==> src/rtl/refi_pkg.sv <==
package refi_pkg;
    typedef enum logic [1:0] {
        ST_IDLE  = 2'd0,
        ST_DRAIN = 2'd1,
        ST_FORCE = 2'd2
    } refi_st_e;
endpackage

==> src/rtl/refi_match.sv <==
module refi_match #(
    parameter int N_MACH = 4,
    parameter int RANK_W = 2
) (
    input  logic [N_MACH-1:0]        mach_busy,
    input  logic [N_MACH*RANK_W-1:0] mach_rank,
    input  logic [N_MACH-1:0]        mach_end,
    input  logic [RANK_W-1:0]        ref_rank,
    output logic [N_MACH-1:0]        hit
);
    for (genvar g = 0; g < N_MACH; g++) begin : g_cmp
        // a machine finishing this cycle no longer needs to be waited on
        assign hit[g] = mach_busy[g] && !mach_end[g] &&
                        (mach_rank[g*RANK_W +: RANK_W] == ref_rank);
    end
endmodule

==> src/rtl/refi_flags.sv <==
module refi_flags #(
    parameter int N_MACH = 4
) (
    input  logic              clk,
    input  logic              rst_n,
    input  logic              inject,
    input  logic [N_MACH-1:0] hit,
    input  logic [N_MACH-1:0] mach_tail,
    input  logic [N_MACH-1:0] pre_ok,
    input  logic [N_MACH-1:0] mach_end,
    output logic [N_MACH-1:0] q_has_rd,
    output logic [N_MACH-1:0] auto_pre
);
    typedef struct packed {
        logic [N_MACH-1:0] rd;
        logic [N_MACH-1:0] ap;
    } flags_t;

    flags_t s_d, s_q;

    always_comb begin
        s_d    = s_q;
        s_d.ap = '0;
        s_d.rd = s_q.rd & ~mach_end;
        if (inject) begin
            s_d.rd = s_d.rd | hit;
            s_d.ap = hit & mach_tail & pre_ok;
        end
    end

    always_ff @(posedge clk) begin
        if (!rst_n) s_q <= '0;
        else        s_q <= s_d;
    end

    assign q_has_rd = s_q.rd;
    assign auto_pre = s_q.ap;

    for (genvar g = 0; g < N_MACH; g++) begin : g_chk
        // flag only drops on the owner's completion
        p_rd_sticky_r8: assert property (@(posedge clk) disable iff (!rst_n)
            (q_has_rd[g] && !mach_end[g]) |=> q_has_rd[g]);
        // auto-precharge is a single-cycle mark
        p_ap_pulse_r9: assert property (@(posedge clk) disable iff (!rst_n)
            auto_pre[g] |=> !auto_pre[g]);
    end
endmodule

==> src/rtl/refresh_inject.sv <==
module refresh_inject
    import refi_pkg::*;
#(
    parameter int N_MACH = 4,
    parameter int RANK_W = 2
) (
    input  logic                     clk,
    input  logic                     rst_n,
    input  logic                     ref_req,
    input  logic [RANK_W-1:0]        ref_rank,
    output logic                     ref_ready,
    input  logic                     ref_ack,
    input  logic [N_MACH-1:0]        mach_busy,
    input  logic [N_MACH*RANK_W-1:0] mach_rank,
    input  logic [N_MACH-1:0]        mach_tail,
    input  logic [N_MACH-1:0]        pre_ok,
    input  logic [N_MACH-1:0]        mach_end,
    output logic [N_MACH-1:0]        pend_mask,
    output logic                     force_ref,
    output logic [(1<<RANK_W)-1:0]   act_hold,
    output logic [N_MACH-1:0]        q_has_rd,
    output logic [N_MACH-1:0]        auto_pre
);
    localparam int N_RANK = 1 << RANK_W;

    typedef struct packed {
        refi_st_e          st;
        logic [RANK_W-1:0] rank;
        logic [N_MACH-1:0] pend;
    } trk_t;

    trk_t s_d, s_q;
    logic [N_MACH-1:0] hit;
    logic              inject;

    refi_match #(.N_MACH(N_MACH), .RANK_W(RANK_W)) u_match (
        .mach_busy (mach_busy),
        .mach_rank (mach_rank),
        .mach_end  (mach_end),
        .ref_rank  (ref_rank),
        .hit       (hit)
    );

    assign inject = ref_req && (s_q.st == ST_IDLE);

    always_comb begin
        s_d = s_q;
        unique case (s_q.st)
            ST_IDLE: if (ref_req) begin
                s_d.rank = ref_rank;
                s_d.pend = hit;
                s_d.st   = (hit == '0) ? ST_FORCE : ST_DRAIN;
            end
            ST_DRAIN: begin
                s_d.pend = s_q.pend & ~mach_end;
                if (s_d.pend == '0) s_d.st = ST_FORCE;
            end
            ST_FORCE: if (ref_ack) s_d.st = ST_IDLE;
            default: s_d.st = ST_IDLE;
        endcase
    end

    always_ff @(posedge clk) begin
        if (!rst_n) s_q <= '{st: ST_IDLE, rank: '0, pend: '0};
        else        s_q <= s_d;
    end

    refi_flags #(.N_MACH(N_MACH)) u_flags (
        .clk       (clk),
        .rst_n     (rst_n),
        .inject    (inject),
        .hit       (hit),
        .mach_tail (mach_tail),
        .pre_ok    (pre_ok),
        .mach_end  (mach_end),
        .q_has_rd  (q_has_rd),
        .auto_pre  (auto_pre)
    );

    assign ref_ready = (s_q.st == ST_IDLE);
    assign force_ref = (s_q.st == ST_FORCE);
    assign pend_mask = s_q.pend;

    for (genvar r = 0; r < N_RANK; r++) begin : g_hold
        assign act_hold[r] = (s_q.st != ST_IDLE) && (s_q.rank == r);
    end

    // force only once the captured machines are all done
    p_force_drained_r3: assert property (@(posedge clk) disable iff (!rst_n)
        force_ref |-> (pend_mask == '0));
    // while draining the vector only loses bits
    p_pend_shrinks_r5: assert property (@(posedge clk) disable iff (!rst_n)
        !ref_ready |=> ((pend_mask & ~$past(pend_mask)) == '0));
    // held rank is stable while a request is outstanding
    p_rank_stable_r6: assert property (@(posedge clk) disable iff (!rst_n)
        (!ref_ready && !ref_ack) |=> $stable(act_hold));
    // at most one rank is blocked
    p_hold_onehot_r7: assert property (@(posedge clk) disable iff (!rst_n)
        $onehot0(act_hold) && (ref_ready == (act_hold == '0)));
    // force persists without acknowledge
    p_force_hold_r10: assert property (@(posedge clk) disable iff (!rst_n)
        (force_ref && !ref_ack) |=> force_ref);
endmodule

==> config.mk <==
export PLATFORM = sky130hd
export DESIGN_NAME = refresh_inject
export DESIGN_NICKNAME = d
export VERILOG_FILES = /design/src/rtl/refi_pkg.sv /design/src/rtl/refi_match.sv /design/src/rtl/refi_flags.sv /design/src/rtl/refresh_inject.sv
export SDC_FILE = /design/constraint.sdc
export NUM_CORES = 1
export LEC_CHECK = 0
export BUFFER_PORTS_ARGS = -buffer_cell sky130_fd_sc_hd__clkbuf_2
export CORE_MARGIN = 2
export CORE_UTILIZATION = 40
export CTS_CLUSTER_DIAMETER = 80
export CTS_CLUSTER_SIZE = 30
export DETAILED_ROUTE_END_ITERATION = 7
export PLACE_DENSITY_LB_ADDON = 0.05
export SLEW_MARGIN = 20
export SYNTH_ARGS = -nofsm -noshare
export SYNTH_HDL_FRONTEND = slang
export SYNTH_SLANG_ARGS = --single-unit
==> constraint.sdc <==
create_clock -name clk -period 1.45 [get_ports clk]
set_input_delay 0.145 -clock clk [delete_from_list [all_inputs] [get_ports clk]]
set_output_delay 0.145 -clock clk [all_outputs]
set_load 0.1 [all_outputs]
==> run summary <==
Post-synth ARST share = 0%
I/O pin count = 48
Vias per cell = 5.05
Synthesized instance count = 95
Die H = 50.9 um
Critical path launch point type = flop
Share of cells above drive strength 1 = 54.0%
Worst EP required = 1.31 ns
Crit-path slowest cell = dfxtp_4
Achievable frequency = 718 MHz
Layout area overhead = 55.3%
RSZ-0062 raised after global routing = false
Final Util = 67.6%
Largest net degree at the start of global routing = 13
Clock Skew = 0.00280 ns
Design area = 1370 um^2
Fin crit share = 96.0%
Hpwl dp = 1920 um
Setup Crit Path Kind = flop to output pin
Max-cap violations = 0
Most common cell on crit path = buf_12
HP Start = mach_tail[0]
Vias in the first global route = 885
Yosys cell types = 28
Critical Path Max Stage Delay = 0.39 ns
Worst Reg-to-Reg Cells = 4
Skew-Pair Late Insertion Delay = 0.28 ns
Hold Crit Class = input port to flop
Die W = 50.9 um
Initial antenna violation count = 0
Filler Cell Count = 185
CP endpoint kind = output pin
Clock Tree Root = clkbuf_4
GRT Util Overall = 19.1%
Hold Path End = u_flags.auto_pre[0]
Post-layout nets = 181
Multi-input logic area = 537 um^2
Via count = 894
Synth Net Count = 125
Critical Path AT = 1.25 ns
Max-slew violations = 0
H-tree lvl count = 1
Mapped cell area = 881 um^2
Grt ovf = 0
Relative slew slack = 63.7%
Post-DR wirelength/cell = 13.2 um
Routed Antenna Nets = 0
Peak VDD IR = 0.693 mV
DRC viols = 0
Antenna diode count = 0
Final min period = 1.39 ns
Run status = completed
Core Area = 2020 um^2
Seq/Total Area, Yosys = 36.4%
Tightest Pin Transition = 0.547 ns
Reg2reg setup slack = 0.25 ns
Detailed Route WL = 2330 um
Reg-to-Reg End = u_flags.auto_pre[1]
Clock transition at path regs = 0.10 ns
Core Rows = 16
Predominant post-synthesis flop cell = dfxtp_1
CTS tree = built
Pwr dens = 995 nW/um^2
Leakage = 0.618 nW
Dpl cell area = 1280 um^2
IO Port Bufs = 47
Gpl congestion = 0.794
Synthesized flop and latch total = 16
TritonCTS buffer count = 3
Average size of a mapped cell = 9.27 um^2
Crit-path cells = nor2_4 > buf_12 > nor3b_4 > buf_12
Number of flops mapped to enable cells by yosys = 0
Global-route wire length before repair = 3850 um
Sequential Area = 329 um^2
Final Setup Violations = 0
Clock tree sinks = 16
Die area = 2590 um^2
CTS Hold Buffers Added = 0
FF-to-FF Start = s_q[6]
Initial DRC count = 13
Crit-path max FO = 5
Final Hold Viols = 0
Initial Utilization = 43.6%
Warnings, synthesis = 0
Bufs on Longest Clock Path = 2
Hold path cells = 3
Drt first pass iters = 4
-- registers in the layout (all words and copies together) (netlist names) --
register,flops
pend_mask,4
s_q,4
u_flags.auto_pre,4
u_flags.q_has_rd,4
-- cells in the mapped netlist, types with 4 or more instances --
cell type	instances	area, um^2
a21oi_1	5	25.0
buf_4	4	30.0
dfxtp_1	16	320
nand2_1	12	45.0
nand2b_1	4	25.0
nor2_1	4	15.0
nor3_1	5	25.0
o21ai_0	4	20.0
o22ai_1	5	31.3
xnor2_2	5	81.3
-- per-stage QoR --
stage | TNS (ns) | setup WS (ns) | cells | hold slack (ns) | power [mW]
global route | 0 | 0.00488 | 177 | 0.0526 | 1.42
floorplan | -0.259 | -0.0955 | 95 | 0.239 | 0.893
CTS | 0 | 0.00236 | 174 | 0.0476 | 1.36
global placement | 0 | 0.164 | 169 | 0.355 | 1.04
finish | 0 | 0.0579 | 177 | 0.0506 | 1.36
detailed placement | 0 | 0.118 | 169 | 0.359 | 1.04
-- repair_timing --
| action | 4_1_cts | 5_1_grt |
|---|---|---|
| endpoints found under the setup margin | 1 | 2 |
| buffers inserted | 1 | 3 |
| hold endpoints to repair | 0 | 0 |
| gates cloned | 0 | 0 |
| gates resized for setup | 1 | 2 |
| pin swaps | 2 | 1 |
-- worst max-delay path: cells and delay by family (launching register included) --
kind / cells / cell delay, ns
buffers and inverters: 2 / 0.33
AND/OR/NAND/NOR: 2 / 0.25
flip-flops: 1 / 0.39
-- routing by layer --
metal | part of all wire [%] | track usage (%)
met5 | 0 | 0
met1 | 43 | 23.2
met2 | 51 | 34.2
met4 | 1.2 | 7.66
met3 | 4.8 | 2.05
-- layout by cell type (no fill, tap or decap), types with 4 or more instances in the layout --
cell / count
nand2b_1: 4
o21ai_0: 4
xnor2_2: 5
a21oi_1: 5
buf_12: 7
nand2_1: 12
clkbuf_2: 41
buf_4: 11
o22ai_1: 5
dfxtp_1: 13
nor3_1: 4
-- cell families (layout without fill, tap and decap cells) --
kind of cell	count (synthesis)	in the layout	share of synthesized area (%)
compound gates	22	22	16.2
xor+xnor	8	8	12.2
buf+inv	9	64	8.66
flops	16	16	36.4
simple gates	40	40	26.6
-- how the worst max path moves through the flow --
| stage | from | to | slack [ns] | depth (start not counted) |
|---|---|---|---|---|
| final | s_q[7] | act_hold[2] | 0.06 | 4 |
| after detailed placement | ref_rank[1] | s_q[7] | 0.12 | 5 |
| after CTS | s_q[6] | act_hold[1] | 0.002 | 4 |
| after global routing | s_q[6] | act_hold[1] | 0.005 | 4 |
| after floorplan | s_q[7] | act_hold[1] | -0.1 | 2 |
| after global placement | ref_rank[1] | s_q[7] | 0.16 | 5 |
-- power breakdown --
group	switching [mW]	internal, mW
registers	0.0257	0.463
logic	0.356	0.220
clock network	0.143	0.153
total	0.524	0.837
-- final cells by class --
cell class / instances / area share (%)
clock buffers: 4 / 2.65
repair buffers: 59 / 31.3
multi-input cells: 70 / 39.2
inverters: 1 / 0.274
well taps: 27 / 2.47
flip-flops and latches: 16 / 24.1
(Power assumes the default switching activity.)
